--- config.mk ---
export PLATFORM = sky130hd
export DESIGN_NAME = burst_col_gen
export DESIGN_NICKNAME = d
export VERILOG_FILES = /design/src/rtl/burst_col_pkg.sv /design/src/rtl/burst_cfg_decode.sv /design/src/rtl/burst_seq.sv /design/src/rtl/burst_col_map.sv /design/src/rtl/burst_col_gen.sv
export SDC_FILE = /design/constraint.sdc
export NUM_CORES = 1
export LEC_CHECK = 0
export BUFFER_PORTS_ARGS = -buffer_cell sky130_fd_sc_hd__buf_2
export CAP_MARGIN = 20
export CORE_MARGIN = 10
export CORE_UTILIZATION = 55
export CTS_CLUSTER_SIZE = 24
export DETAILED_ROUTE_END_ITERATION = 10
export PLACE_DENSITY = 0.78
export SETUP_SLACK_MARGIN = 0.02
export SYNTH_ARGS = -nofsm -noshare
export SYNTH_HDL_FRONTEND = slang
export SYNTH_SLANG_ARGS = --single-unit
--- constraint.sdc ---
create_clock -name clk -period 3.5 [get_ports clk]
set_clock_uncertainty 0.15 [all_clocks]
set_input_delay 0 -clock clk [delete_from_list [all_inputs] [get_ports clk]]
set_output_delay 0 -clock clk [all_outputs]
set_load 0.02 [all_outputs]
--- src/rtl/burst_col_pkg.sv ---
// Shared constants and the decoded burst configuration type.
// Assumes column widths up to 15 bits (LG_W holds log2 of the burst length).
package burst_col_pkg;
    localparam int BL_CODE_W = 3;
    localparam int LG_W      = 4;
    localparam logic [BL_CODE_W-1:0] BL_CODE_MAX_FIXED = 3'd3;
    localparam logic [BL_CODE_W-1:0] BL_CODE_PAGE      = 3'd7;

    typedef struct packed {
        logic [LG_W-1:0] lg_len;   // log2 of wrap-group size
        logic            page;     // page mode, ends only on terminate
        logic            ilv;      // XOR beat order
        logic            err;      // unsupported request, single beat
    } burst_cfg_t;
endpackage

--- src/rtl/burst_cfg_decode.sv ---
// Decodes the length code and order bit into a burst configuration.
// Assumes: codes 0..3 are fixed lengths, 7 is page mode (incrementing only),
// everything else is reported as an error and treated as a one-beat burst.
module burst_cfg_decode
    import burst_col_pkg::*;
#(
    parameter int COL_W = 9
) (
    input  logic [BL_CODE_W-1:0] code_i,
    input  logic                 ilv_i,
    output burst_cfg_t           cfg_o
);
    // Map the request onto group size, mode and error flag.
    always_comb begin
        cfg_o = '0;
        if (code_i <= BL_CODE_MAX_FIXED) begin
            cfg_o.lg_len = LG_W'(code_i);
            cfg_o.ilv    = ilv_i;
        end else if (code_i == BL_CODE_PAGE && !ilv_i) begin
            cfg_o.lg_len = LG_W'(COL_W);
            cfg_o.page   = 1'b1;
        end else begin
            cfg_o.err    = 1'b1;
        end
    end
endmodule

--- src/rtl/burst_seq.sv ---
// Burst sequencer: holds the captured request and counts beats.
// Assumes a start strobe always wins over ending or advancing a burst.
module burst_seq
    import burst_col_pkg::*;
#(
    parameter int COL_W = 9
) (
    input  logic             clk,
    input  logic             rst_n,
    input  logic             start_i,
    input  logic [COL_W-1:0] start_col_i,
    input  burst_cfg_t       cfg_i,
    input  logic             term_i,
    output logic             active_o,
    output logic [COL_W-1:0] beat_o,
    output logic [COL_W-1:0] base_col_o,
    output burst_cfg_t       cfg_o,
    output logic             last_o
);
    logic             active_q;
    logic [COL_W-1:0] beat_q;
    logic [COL_W-1:0] base_q;
    burst_cfg_t       cfg_q;
    logic [COL_W-1:0] final_beat;
    logic             is_last;

    // Index of the final beat for a fixed-length burst.
    always_comb final_beat = COL_W'((32'd1 << cfg_q.lg_len) - 32'd1);

    // Page mode ends on terminate; fixed lengths end on the final index.
    always_comb is_last = cfg_q.page ? term_i : (beat_q == final_beat);

    // Capture a request, advance the beat, or close the burst.
    always_ff @(posedge clk) begin
        if (!rst_n) begin
            active_q <= 1'b0;
            beat_q   <= '0;
            base_q   <= '0;
            cfg_q    <= '0;
        end else if (start_i) begin
            active_q <= 1'b1;
            beat_q   <= '0;
            base_q   <= start_col_i;
            cfg_q    <= cfg_i;
        end else if (active_q && is_last) begin
            active_q <= 1'b0;
        end else if (active_q) begin
            beat_q   <= beat_q + 1'b1;
        end
    end

    assign active_o   = active_q;
    assign beat_o     = beat_q;
    assign base_col_o = base_q;
    assign cfg_o      = cfg_q;
    assign last_o     = active_q && is_last;
endmodule

--- src/rtl/burst_col_map.sv ---
// Column mapper: combines the start column and beat index into a column.
// Bits at and above lg_len come from the start column; the bits below wrap
// inside the aligned group using either addition or XOR.
module burst_col_map
    import burst_col_pkg::*;
#(
    parameter int COL_W = 9
) (
    input  logic [COL_W-1:0] base_col_i,
    input  logic [COL_W-1:0] beat_i,
    input  logic [LG_W-1:0]  lg_len_i,
    input  logic             ilv_i,
    output logic [COL_W-1:0] col_o
);
    logic [COL_W-1:0] wrap_mask;
    logic [COL_W-1:0] moved;

    // One mask bit per column bit that lies inside the wrap group.
    for (genvar i = 0; i < COL_W; i++) begin : g_mask
        assign wrap_mask[i] = (LG_W'(i) < lg_len_i);
    end

    // Pick the beat order, then splice the group bits into the start column.
    always_comb begin
        moved = ilv_i ? (base_col_i ^ beat_i) : (base_col_i + beat_i);
        col_o = (base_col_i & ~wrap_mask) | (moved & wrap_mask);
    end
endmodule

--- src/rtl/burst_col_gen.sv ---
// Top level: SDRAM burst column address generator.
// One column per clock, starting the cycle after the start strobe.
// Outputs are forced to zero while no burst is active.
module burst_col_gen
    import burst_col_pkg::*;
#(
    parameter int COL_W = 9
) (
    input  logic                 clk,
    input  logic                 rst_n,
    input  logic                 start_i,
    input  logic [COL_W-1:0]     start_col_i,
    input  logic [BL_CODE_W-1:0] blen_code_i,
    input  logic                 ilv_i,
    input  logic                 term_i,
    output logic [COL_W-1:0]     col_o,
    output logic                 valid_o,
    output logic                 last_o,
    output logic                 cfg_err_o
);
    burst_cfg_t       req_cfg;
    burst_cfg_t       seq_cfg;
    logic             active;
    logic [COL_W-1:0] beat;
    logic [COL_W-1:0] base_col;
    logic [COL_W-1:0] mapped_col;
    logic             seq_last;

    burst_cfg_decode #(.COL_W(COL_W)) u_decode (
        .code_i (blen_code_i),
        .ilv_i  (ilv_i),
        .cfg_o  (req_cfg)
    );

    burst_seq #(.COL_W(COL_W)) u_seq (
        .clk         (clk),
        .rst_n       (rst_n),
        .start_i     (start_i),
        .start_col_i (start_col_i),
        .cfg_i       (req_cfg),
        .term_i      (term_i),
        .active_o    (active),
        .beat_o      (beat),
        .base_col_o  (base_col),
        .cfg_o       (seq_cfg),
        .last_o      (seq_last)
    );

    burst_col_map #(.COL_W(COL_W)) u_map (
        .base_col_i (base_col),
        .beat_i     (beat),
        .lg_len_i   (seq_cfg.lg_len),
        .ilv_i      (seq_cfg.ilv),
        .col_o      (mapped_col)
    );

    // Drive outputs only while a burst is in progress.
    always_comb begin
        valid_o   = active;
        col_o     = active ? mapped_col : '0;
        last_o    = seq_last;
        cfg_err_o = active && seq_cfg.err;
    end
endmodule

==> Yosys cells after proc, flatten, opt, wreduce, memory -nomap -nowiden <==
Index checks and enable logic that the tools add are counted.
Widths: inputs -> output; s select.
{ "word_totals": {"reg_bits": 26, "in_bits": 17, "output_inout_bits": 12, "word_cells": 48} }
{ "classes": {"n_addsub": 3, "magnitude_cmp": 10, "eq_ne": 2, "shift": 1, "mux": 11, "bitwise_logic": 7, "reduce_logical": 7} }
{ "op_table": {"columns": ["cell", "count"], "rows": [
  ["$and 9x9->9", 2],
  ["$mux 9", 2],
  ["$lt 3x4->1 const A", 4],
  ["$add 9x1->9 const B", 1],
  ["$add 9x9->9", 1],
  ["$eq 9x9->1", 1],
  ["$not 9->9", 1],
  ["$or 9x9->9", 1],
  ["$shl 1x4->9 const A", 1],
  ["$sub 9x1->9 const B", 1],
  ["$xor 9x9->9", 1],
  ["$lt 1x4->1 const A", 2],
  ["$lt 2x4->1 const A", 2],
  ["$mux 1", 7],
  ["$mux 5", 1],
  ["$lt 4x4->1 const A", 1],
  ["$mux 4", 1],
  ["$eq 3x3->1 const B", 1],
  ["$le 3x2->1 const B", 1],
  ["$logic_and 1x1->1", 3],
  ["$not 1->1", 2],
  ["$reduce_and 2->1", 1],
  ["$reduce_bool 2->1", 1],
  ["$reduce_or 2->1", 1],
  ["$logic_not 1->1", 1]
]} }

==> Depth between registers and ports, before layout <==
{ "logic_depth": {"ltp_word": 7, "mapped_depth": 15} }

==> By module <==
From an unflattened synthesis, not the netlist that was laid out.
{ "unflattened": {"hier_cells": 251, "area_unflattened_um2": 2135.8} }
{ "by_module_without_submodules": {"columns": ["module", "n_inst", "cells_per_inst", "area_each_um2", "seq_area_each_um2"], "rows": [
  ["burst_seq", 1, 157, 1448.9, 520.5],
  ["burst_col_map", 1, 73, 544.3, 0.0],
  ["burst_cfg_decode", 1, 11, 80.1, 0.0],
  ["burst_col_gen", 1, 10, 62.6, 0.0]
]} }

==> Worst setup path before layout <==
No wires, ideal clock.
{ "synth_timing": {"path_kind": "register -> register", "from": "register u_seq.cfg_q (netlist bit u_seq.cfg_o[2])", "to": "register u_seq.beat_q[1] (netlist: u_seq.beat_o[1])", "arrival_time_ps": 2794, "setup_slack_ps": 434, "path_stages_with_launch": 16, "path_buffers": 5, "period_less_slack_ps": 3066, "cell_sequence": "dfxtp_1 -> buf_6 -> buf_2 -> clkbuf_1 -> nor2_1 -> nand2_1 -> ha_1 -> buf_2 -> nor4_1 -> a21o_1 -> a32o_1 -> o211a_1 -> a221oi_2 -> buf_6 -> mux2i_1 -> nor2_1"} }
{ "synth_between": {"elab_chain_len": 4} }
{ "synth_rtl": {"columns": ["element", "line", "text"], "rows": [
  ["from (decl)", "burst_seq.sv:23", "burst_cfg_t cfg_q;"],
  ["from (signal assigned)", "burst_seq.sv:44", "cfg_q <= cfg_i;"],
  ["$mux 1", "burst_seq.sv:31", "always_comb is_last = cfg_q.page ? term_i : (beat_q == final_beat);"],
  ["$logic_and 1x1->1", "burst_seq.sv:45", "end else if (active_q && is_last) begin"],
  ["$not 1->1 (no source line)", null, null],
  ["$reduce_and 2->1 (no source line)", null, null],
  ["to (signal assigned)", "burst_seq.sv:48", "beat_q <= beat_q + 1'b1;"],
  ["to (decl)", "burst_seq.sv:21", "logic [COL_W-1:0] beat_q;"]
]} }
No other way between the ends.
A chain may end at the register's enable or synchronous reset.

==> Worst setup path in the final report <==
{ "layout_timing": {"from": "register u_seq.cfg_q (netlist bit u_seq.cfg_o[4])", "to": "output port last_o"} }
{ "layout_between": {"elab_chain_len": 5} }
{ "layout_rtl": {"columns": ["element", "line", "text"], "rows": [
  ["$shl 1x4->9", "burst_seq.sv:28", "always_comb final_beat = COL_W'((32'd1 << cfg_q.lg_len) - 32'd1);"],
  ["$sub 9x1->9", "burst_seq.sv:28", null],
  ["$eq 9x9->1", "burst_seq.sv:31", null],
  ["$mux 1", "burst_seq.sv:31", null],
  ["$logic_and 1x1->1", "burst_seq.sv:56", "assign last_o = active_q && is_last;"],
  ["to (decl)", "burst_col_gen.sv:18", "output logic last_o,"]
]} }
No other way between the ends.

==> metrics.cfg <==
[status]
run_status=complete, but fails checks
violations=negative hold slack

[timing]
hold_slack_ns=-0.0179
layout_min_cycle_time_ns=3.23
timing_limited_maximum_frequency_ghz=0.309
post-route-period-util_pct=92.3
finalHoldViolations=2
final_max_slew_viol_count=0
timing.final.setup_violations=0
timing.slew.headroom_pct=55.9
grt_setup_unrepaired=no
final.setup.tns_ns=0
worstMarginPinSlew_ns=0.661

[synthesis]
synth_adder_area_share_pct=7.47
synth_fp_nets=272
mux_contribution_to_synthesized_area_pct=7.73
synth_area_mm2=0.00194
seq_area_frac_synth_pct=25.8
netlist-cell-type-count=52
postSynthRegisterBits=25
synthesis.area_per_instance_um2=7.96
postSynthCellCount=244
dominant_combinational_cell_family_by_area_after_synthesis=simple AND/OR/NAND/NOR gates
post_synth_xor_area_fraction_pct=4.06
synth-compound-area-share_pct=22.1
synth_edf_count=0
synth_simple_gate_area_share_pct=27.6
async_flop_share_pct=0
ys.flop_type=sky130_fd_sc_hd__dfxtp_1
ys_warn_count=0

[global_route]
grt_start_max_net_pins=21
antenna_found_initial=0
groute.usage.overall_pct=18.4
grt_pass1_wl_um=9610
gr-total-overflow=0
via_count_of_the_first_global_routing_pass=1944

[clock_tree]
clkSinkCount=25
tritoncts=yes
htree_num_levels=1
worst_case_clock_buffer_depth=2
clkTransAtPathRegs_ns=0.14
cts_post_setup_buffers_inserted=0
root_buffer_selected_by_cts=sky130_fd_sc_hd__clkbuf_4
inserted_clock_buffers=3
skew_pair_late_insertion_delay_ns=0.33

[finish]
area_delta_synth_final_pct=24.9
ratio_of_cells_with_drive_above_1_in_the_final_layout_pct=14.2
number_of_antenna_cells_inserted=0
nNetsFinal=324

[die]
std_cell_rows=21
fp.dieH_um=79.4
core_area_mm2=0.00336
die_area_mm2=0.00631
start_util_pct=57.7
fp.dieW_um=79.4
boundaryPins=29

[critical_path]
reg2regPathDepth=10
worstSetupPathType=reg2out
reg2reg_to=u_seq.beat_o[3]$_SDFFE_PP0P_
regToRegStartpoint=u_seq.cfg_o[4]$_SDFFE_PN0P_
cp.arrival_ns=3.08
r2r_setup_slack_ns=0.35
setup.worst_path.end_class=output pin
timing.critical_path.from_type=register
cp.required_ns=3.35
timing.critical_path.fanout_max=11

[detailed_routing]
top_signal_layer_used=met4
drc=0
routedWlPerCell_um=16.8
drt_pre_antenna_iters=4
wirelength_um=5720
dr_total_vias=2042
drt-vias-per-instance=5.99
wire_length_on_met3_um=390
drt_iter0_drc=234
routed-wl-met2_um=2820
wl_met1_um=2380
detail-route-antenna-nets=0

[placement]
place_congestion=0.863
dp.final_hpwl_um=3530
io_buffers=28

[hold_path]
hold_crit_start=term_i
hold-path-endpoint=u_seq.beat_o[8]$_SDFFE_PP0P_
number_of_stages_on_the_worst_hold_path=4
hp-class=in2reg

[power_and_ir_drop]
cellPowerDensity_mw_per_mm2=253
worst_ir_drop_vdd_mv=0.186
report.power.total_mw=0.614
power.static_leakage_nw=1.16

[flow_run]
max_cap_violations=0

[state kept, by name, summed over array words and instances, names as in the netlist]
| signal | count |
|---|---|
| u_seq.active_o | 1 |
| u_seq.beat_o | 9 |
| u_seq.base_col_o | 9 |
| u_seq.cfg_o | 6 |
[worst max-delay path, stage by stage, from the launching register on]
cell and delay, ns:
sky130_fd_sc_hd__dfxtp_1 0.34, sky130_fd_sc_hd__nor2_1 0.26, sky130_fd_sc_hd__nand2_1 0.12, sky130_fd_sc_hd__ha_1 0.33
sky130_fd_sc_hd__nor2b_1 0.18, sky130_fd_sc_hd__o21a_1 0.18, sky130_fd_sc_hd__or3_1 0.34, sky130_fd_sc_hd__a222oi_1 0.55
sky130_fd_sc_hd__nand2_1 0.11, sky130_fd_sc_hd__a21oi_1 0.15, sky130_fd_sc_hd__buf_2 0.19
[worst max-delay path by stage]
| stage | start | endpoint | slack (ns) | depth (start not counted) |
|---|---|---|---|---|
| 2_1_floorplan | u_seq.cfg_o[2]$_SDFFE_PN0P_ | u_seq.beat_o[1]$_SDFFE_PP0P_ | 0.43 | 15 |
| 3_3_place_gp | u_seq.cfg_o[4]$_SDFFE_PN0P_ | u_seq.beat_o[3]$_SDFFE_PP0P_ | 0.31 | 9 |
| 3_5_place_dp | u_seq.cfg_o[4]$_SDFFE_PN0P_ | u_seq.beat_o[3]$_SDFFE_PP0P_ | 0.21 | 9 |
| 4_1_cts | u_seq.cfg_o[4]$_SDFFE_PN0P_ | u_seq.beat_o[3]$_SDFFE_PP0P_ | 0.19 | 9 |
| 5_1_grt | u_seq.cfg_o[5]$_SDFFE_PN0P_ | last_o | 0.02 | 10 |
| 6_report | u_seq.cfg_o[4]$_SDFFE_PN0P_ | last_o | 0.27 | 10 |
[cells by family after synthesis]
group | Yosys count
AO/OA/AOI/OAI | 61
XOR/XNOR | 9
adder cells (fa/ha/maj) | 11
buffers and inverters | 21
flip-flops | 25
multiplexers | 15
AND/OR/NAND/NOR | 102
[cell usage in the layout (no fill, tap or decap), types with 2 or more instances in the layout]
master	instances
sky130_fd_sc_hd__dlygate4sd3_1	29
sky130_fd_sc_hd__buf_2	28
sky130_fd_sc_hd__o21ai_0	9
sky130_fd_sc_hd__nand2b_1	6
sky130_fd_sc_hd__xnor2_1	5
sky130_fd_sc_hd__a211oi_1	2
sky130_fd_sc_hd__nand3_1	3
sky130_fd_sc_hd__ha_1	10
sky130_fd_sc_hd__a21o_1	6
sky130_fd_sc_hd__nor2b_1	19
sky130_fd_sc_hd__nor3_1	4
sky130_fd_sc_hd__nor4_1	3
sky130_fd_sc_hd__and3_1	5
sky130_fd_sc_hd__buf_4	5
sky130_fd_sc_hd__xor2_1	4
sky130_fd_sc_hd__a21oi_1	15
sky130_fd_sc_hd__a311oi_1	3
sky130_fd_sc_hd__nand2_1	18
sky130_fd_sc_hd__o31ai_1	2
sky130_fd_sc_hd__inv_1	6
sky130_fd_sc_hd__o21bai_1	2
sky130_fd_sc_hd__nor2_1	23
sky130_fd_sc_hd__a31o_2	2
sky130_fd_sc_hd__clkbuf_4	3
sky130_fd_sc_hd__and2_1	6
sky130_fd_sc_hd__dfxtp_1	25
sky130_fd_sc_hd__nand4_1	2
sky130_fd_sc_hd__o21a_1	3
sky130_fd_sc_hd__nor3b_1	2
sky130_fd_sc_hd__or3_1	7
sky130_fd_sc_hd__a41o_1	2
sky130_fd_sc_hd__a31oi_1	2
sky130_fd_sc_hd__mux2i_1	15
[stage by stage]
stage	hold slack [ns]	instances	instance area, um2	worst slack (ns)	utilization (%)
CTS	0.0291	341	2410	0.187	71.8
finish	-0.0179	341	2430	0.268	72.1
detailed placement	0.113	308	2100	0.213	62.4
global placement	0.105	308	2100	0.314	62.4
floorplan	-0.0218	244	1940	0.434	-
global route	0.0101	341	2430	0.0205	72.1
[synth_stat cells (all sizes together), types with 2 or more instances]
cell type  number  area [um2]
a211oi          2        15.0
a21o            6        45.0
a21oi          16        83.8
a221oi          2        23.8
a311oi          3        26.3
a31o            3        26.3
a31oi           2        12.5
a41o            2        20.0
and2            6        37.5
and3            5        31.3
buf             8        53.8
clkbuf          7        26.3
dfxtp          25         500
ha             10         125
inv             6        22.5
mux2i          15         150
nand2          18        67.6
nand2b          6        37.5
nand3           3        15.0
nand4           2        12.5
nor2           23        86.3
nor2b          19         119
nor3            4        20.0
nor3b           2        15.0
nor4            3        18.8
o21a            3        22.5
o21ai           9        45.0
o21bai          2        15.0
o31ai           2        15.0
or3             7        43.8
xnor2           5        43.8
xor2            4        35.0
[layout make-up]
cell class / instances / area, um2
multi-input combinational: 198 / 1350
fill: 263 / 937
sequential: 25 / 500
timing repair buffer: 62 / 468
tap: 46 / 57.6
clock buffer: 3 / 22.5
inverter: 6 / 22.5
clock inverter: 1 / 5.00
[routing by layer]
metal | vias up | track usage [%]
met3 | 17 | 4.05
met4 | 0 | 6.45
met5 | - | 0
met2 | 90 | 30.5
met1 | 956 | 22.7
li1 | 979 | -
[repair_timing]
| item | 4_1_cts | 5_1_grt |
|---|---|---|
| hold buffers | 29 | 0 |
| hold endpoints to repair | 15 | 0 |
| gates resized for setup | 0 | 1 |
| endpoints found under the setup margin | 0 | 8 |
[power breakdown]
part	switching (mW)	internal, mW	total [mW]
combinational	0.0892	0.0810	0.170
sequential	0.0129	0.295	0.308
clock	0.0927	0.0429	0.136
total	0.195	0.419	0.614
Power figures use the tool's default switching activity.
